[src/rtl/prune_level_ctrl.sv]
module prune_level_ctrl #(
  parameter int CW = 12,
  parameter int TW = 12,
  parameter logic [TW-1:0] THR_RST = TW'(200)
) (
  input  logic          clk,
  input  logic          rst_n,
  input  logic          coef_valid,
  input  logic [5:0]    coef_pos,
  input  logic [CW-1:0] coef_val,
  input  logic          thr_we,
  input  logic [TW-1:0] thr_in,
  input  logic          fixed_mode,
  input  logic [3:0]    fixed_level,
  output logic [3:0]    lvl_out,
  output logic          lvl_valid
);
  localparam int SQW = 2*CW - 1;
  localparam int EW  = SQW + 3;
  localparam logic [3:0] LMAX = 4'd14;

  logic [TW-1:0] thr;
  always_ff @(posedge clk)
    if (!rst_n)      thr <= THR_RST;
    else if (thr_we) thr <= thr_in;

  logic signed [2*CW-1:0] prod;
  logic [3:0] lvl_in;
  logic       last_in, dc_in;
  assign prod    = $signed(coef_val) * $signed(coef_val);
  assign lvl_in  = {1'b0, coef_pos[5:3]} + {1'b0, coef_pos[2:0]};
  assign dc_in   = (coef_pos == 6'd0);
  assign last_in = !dc_in && (coef_pos[2:0] == 3'd0 || coef_pos[5:3] == 3'd7);

  logic           s1_v, s1_dc, s1_last;
  logic [3:0]     s1_lvl;
  logic [SQW-1:0] s1_sq;
  always_ff @(posedge clk)
    if (!rst_n) begin
      s1_v <= 1'b0; s1_dc <= 1'b0; s1_last <= 1'b0; s1_lvl <= '0; s1_sq <= '0;
    end else begin
      s1_v    <= coef_valid;
      s1_dc   <= dc_in;
      s1_last <= last_in;
      s1_lvl  <= lvl_in;
      s1_sq   <= prod[SQW-1:0];
    end

  logic [EW-1:0] en [0:15];
  logic          s2_v, s2_dc, s2_chk;
  logic [3:0]    s2_lvl;
  always_ff @(posedge clk)
    if (!rst_n) begin
      for (int i = 0; i < 16; i++) en[i] <= '0;
      s2_v <= 1'b0; s2_dc <= 1'b0; s2_chk <= 1'b0; s2_lvl <= '0;
    end else begin
      if (s1_v && s1_dc)
        for (int i = 0; i < 16; i++) en[i] <= '0;
      else if (s1_v)
        en[s1_lvl] <= en[s1_lvl] + EW'(s1_sq);
      s2_v   <= s1_v;
      s2_dc  <= s1_dc;
      s2_chk <= s1_last;
      s2_lvl <= s1_lvl;
    end

  logic low, done;
  assign low = en[s2_lvl] < EW'(thr);

  always_ff @(posedge clk)
    if (!rst_n) begin
      lvl_out <= '0; lvl_valid <= 1'b0; done <= 1'b1;
    end else begin
      lvl_valid <= 1'b0;
      if (s2_v && s2_dc) begin
        done <= 1'b0;
        if (fixed_mode) begin
          lvl_valid <= 1'b1;
          lvl_out   <= (fixed_level > LMAX) ? LMAX : fixed_level;
        end
      end else if (s2_v && s2_chk && !done && !fixed_mode) begin
        if (low) begin
          lvl_valid <= 1'b1; lvl_out <= s2_lvl - 4'd1; done <= 1'b1;
        end else if (s2_lvl == LMAX) begin
          lvl_valid <= 1'b1; lvl_out <= LMAX; done <= 1'b1;
        end
      end
    end

  p_dc_clear_r2: assert property (@(posedge clk) disable iff (!rst_n)
    (s1_v && s1_dc) |=> (en[1] == '0 && en[14] == '0));

  p_no_overflow_r3: assert property (@(posedge clk) disable iff (!rst_n)
    (s1_v && !s1_dc) |=> (en[$past(s1_lvl)] >= EW'($past(s1_sq))));

  p_thr_load_r7: assert property (@(posedge clk) disable iff (!rst_n)
    thr_we |=> (thr == $past(thr_in)));

  p_single_auto_r8: assert property (@(posedge clk) disable iff (!rst_n)
    (lvl_valid && !fixed_mode) |=> !(lvl_valid && !fixed_mode));

  p_level_range_r10: assert property (@(posedge clk) disable iff (!rst_n)
    lvl_valid |-> (lvl_out <= LMAX));
endmodule

[config.mk]
export PLATFORM = sky130hd
export DESIGN_NAME = prune_level_ctrl
export DESIGN_NICKNAME = d
export VERILOG_FILES = /design/src/rtl/prune_level_ctrl.sv
export SDC_FILE = /design/constraint.sdc
export NUM_CORES = 1
export LEC_CHECK = 0
export BUFFER_PORTS_ARGS = -buffer_cell sky130_fd_sc_hd__buf_4
export CAP_MARGIN = 20
export CORE_MARGIN = 5
export CORE_UTILIZATION = 50
export CTS_CLUSTER_DIAMETER = 80
export DETAILED_ROUTE_END_ITERATION = 8
export GPL_ROUTABILITY_DRIVEN = 0
export GPL_TIMING_DRIVEN = 0
export MAX_ROUTING_LAYER = met4
export PLACE_DENSITY = 0.7
export SYNTH_ARGS = -nofsm -noshare
export SYNTH_HDL_FRONTEND = slang
export SYNTH_SLANG_ARGS = --single-unit
[constraint.sdc]
create_clock -name clk -period 14.9 [get_ports clk]
set_input_delay 0.745 -clock clk [delete_from_list [all_inputs] [get_ports clk]]
set_output_delay 0.745 -clock clk [all_outputs]
set_load 0.01 [all_outputs]
==> flow_summary.toml <==
[status]
outcome = "finished clean"

[floorplanning]
fp.dieH_um = 246
initial_core_util_pct = 50.5
io_pins = 44
core_um2 = 55200
die_w_um = 246
rows = 86
die_area_um2 = 60500

[grt]
antenna_found_initial = 2
grt-ovfl-total = 0
track_usage_pct = 26.9
grt_pass1_wl_mm = 119
first_global_vias = 19900
grt_max_degree = 27

[clocking]
tritoncts = "yes"
clockRootBuffer = "clkbuf_16"
cts_resized = 0
cts.sink_count = 470
ctsHoldBuffers = 0
postCtsSetupRepairBufs = 0
cts_max_level = 2
cts_buffers = 48
cts.clk_slew.worst_paths_ns = 0.06
clk_latency_ns = 0.61
ctsLongestPathBuffers = 3

[placement]
dp_hpwl_mm = 61.8
numPortBuffers = 38
post-place-ws_ns = 7.82
post_dp_cell_area_um2 = 29300

[sta]
hold_violations = 0
rsz0062_at_grt = "false"
fmax_mhz = 138
setup_violations = 0
fin_crit_ns = 7.24
fin_skew_ns = 0.0188
slew_headroom_pct = 28.9
timing.final.crit_share_pct = 48.6
setup_tns_ns = 0
setup_ws_ns = 7.66
max_slew.worst_pin.slew_ns = 1.06
slew_viol_final = 0

[detailed_routing]
first_pass_iters = 7
wl_met2_mm = 38.9
dr.max_layer_used = "met4"
drcViolationCount = 0
dr_total_vias = 19300
wl_per_cell_um = 25.5
wl_met3_mm = 8.56
drtAntennaViolNets = 0
routed_wl_mm = 79.2
wl_met1_mm = 28.7
detail_route.iter0.violations = 2768
vias_per_cell = 6.23

[power]
vdd_ir_drop_max_mv = 0.112
switching_share_pct = 38.0
power.share.clock_pct = 25.4
finalPower_mw = 5.01
p_comb_share_pct = 43.4
cellInternalPower_mw = 3.11
seq_power_share_pct = 31.2
powerDensity_nw_per_um2 = 161
switchingPower_mw = 1.90
p_leak_nw = 11.9

[critical_path]
setup.worst_path.start_class = "flop"
arrival_ns = 7.58
critical_path_class = "flop to flop"
required_ns = 15.24
crit_path_end_kind = "flop"
rr_worst_depth = 17
path_max_fanout = 10

[hold_path]
holdPathStages = 3
min_path_type = "input port to flop"

[yosys]
yosysUniqueCellTypes = 75
synthArstFlopShare_pct = 0
synthCells = 2207
yosys_most_used_dff = "edfxtp_1"
syn-num-nets = 2460
syn_area_um2 = 27900
synth_seq_cells = 470
synth-seq-area-share_pct = 48.7
synth_edf_count = 416
avgSynthCellArea_um2 = 12.6
yosysWarnings = 0

[layout]
layout_commonest_cell = "nor2_1"
finalInstanceArea_um2 = 31100
mostFrequentLayoutCells = "nor2_1 (428), edfxtp_1 (416), inv_1 (200)"
fin_nets = 2567
final_util_pct = 56.4
drive_above_1_share_pct = 15.7
area_delta_synth_final_pct = 11.7

[job]
maxCapViolations = 0
[power by group through the flow]
stage	registers [mW]	logic, mW	clock network, mW
CTS	1.56	2.15	1.28
detailed placement	1.59	2.12	0
finish	1.56	2.17	1.27
global route	1.57	2.39	1.33
global placement	1.58	2.08	0
floorplan	1.57	1.55	0
[routing by layer]
metal | GRT usage [%] | vias to the layer above
met2 | 44.4 | 1293
met3 | 5.88 | 192
met5 | - | -
met4 | 9.70 | 0
li1 | - | 8165
met1 | 33.2 | 9686
[stage by stage]
step,hold slack (ns),cells
after floorplan,0.412,2207
after global placement,0.424,2993
after detailed placement,0.434,3004
after CTS,0.351,3094
after global routing,0.384,3105
final,0.369,3105
[cell families (layout without fill, tap and decap cells)]
| kind of cell | Yosys count | count (layout) | synth area share (%) |
|---|---|---|---|
| and+or+nand+nor | 775 | 775 | 12.5 |
| DFF | 470 | 470 | 48.7 |
| buffers and inverters | 340 | 487 | 4.77 |
| adders and majority gates | 214 | 214 | 12.8 |
| muxes | 208 | 208 | 15.9 |
| AOI/OAI and AO/OA | 153 | 153 | 3.81 |
| xor gates and xnor gates | 47 | 47 | 1.53 |
| other | 0 | 3 | 0 |
[flip-flops by register name, summed over array words and instances, names as in the netlist]
| register | flops |
|---|---|
| lvl_valid | 1 |
| thr | 12 |
| done | 1 |
| s1_lvl | 4 |
| s2_v | 1 |
| s1_sq | 22 |
| s2_dc | 1 |
| lvl_out | 4 |
| s2_lvl | 4 |
| en | 416 |
| s1_dc | 1 |
| s1_v | 1 |
| s2_chk | 1 |
| s1_last | 1 |
[critical path: stages, from the launching register on]
cell      delay (ns)
dfxtp_1         0.31
buf_4           0.30
buf_1           0.76
clkbuf_1        0.49
clkbuf_1        0.71
mux4_2          0.45
mux4_2          0.53
ha_1            0.30
clkbuf_1        0.35
nand4_1         0.15
a211oi_1        0.53
nand3_1         0.25
a31oi_1         0.37
o21ai_0         0.19
a21oi_1         0.20
xnor2_1         0.38
clkbuf_1        0.58
nor2_1          0.10
[Yosys cell counts (all sizes together), types with 3 or more instances]
master / number / share of area [%]
nor3b: 6 / 0.16
xnor2: 30 / 1.0
o211ai: 6 / 0.18
mux2: 3 / 0.12
nand4: 9 / 0.20
o21a: 6 / 0.16
a21boi: 5 / 0.13
or4: 3 / 0.094
o21ai: 24 / 0.43
and2: 42 / 0.94
clkbuf: 97 / 1.3
nor3: 64 / 1.2
dfxtp: 54 / 3.9
nand2: 112 / 1.5
nor4: 37 / 0.85
o221ai: 4 / 0.13
and3: 10 / 0.22
nand3: 17 / 0.31
buf: 42 / 0.75
ha: 96 / 4.3
mux2i: 18 / 0.69
a2111oi: 6 / 0.23
a211oi: 9 / 0.24
nand2b: 3 / 0.067
a31o: 5 / 0.16
a21o: 18 / 0.49
a31oi: 6 / 0.13
xor2: 17 / 0.53
and4: 3 / 0.094
a21oi: 43 / 0.79
edfxtp: 416 / 45
inv: 200 / 2.7
nor2b: 20 / 0.45
mux4: 187 / 15
nor2: 428 / 5.8
nor4b: 7 / 0.22
or2: 5 / 0.11
o31ai: 3 / 0.081
fa: 118 / 8.5
[final cells by class]
cell class | count | area [um2]
Fill cell | 4422 | 24100
Sequential cell | 470 | 13600
Multi-Input combinational cell | 1397 | 13000
Clock buffer | 63 | 1280
Tap cell | 748 | 936
Inverter | 201 | 754
Timing Repair Buffer | 57 | 661
Buffer | 139 | 573
Clock inverter | 27 | 367
Antenna cell | 3 | 7.51
[final timing paths]
| kind | start | to | slack [ns] |
|---|---|---|---|
| worst min-delay path | thr_in[6] | thr[6] | 0.37 |
| worst max register to register | s1_lvl[1] | en[6][24] | 7.66 |
| worst max-delay path | s1_lvl[1] | en[6][24] | 7.66 |
| worst min register to register | s1_last | s2_chk | 0.46 |
Note: power is estimated with default switching activity, not from simulation.
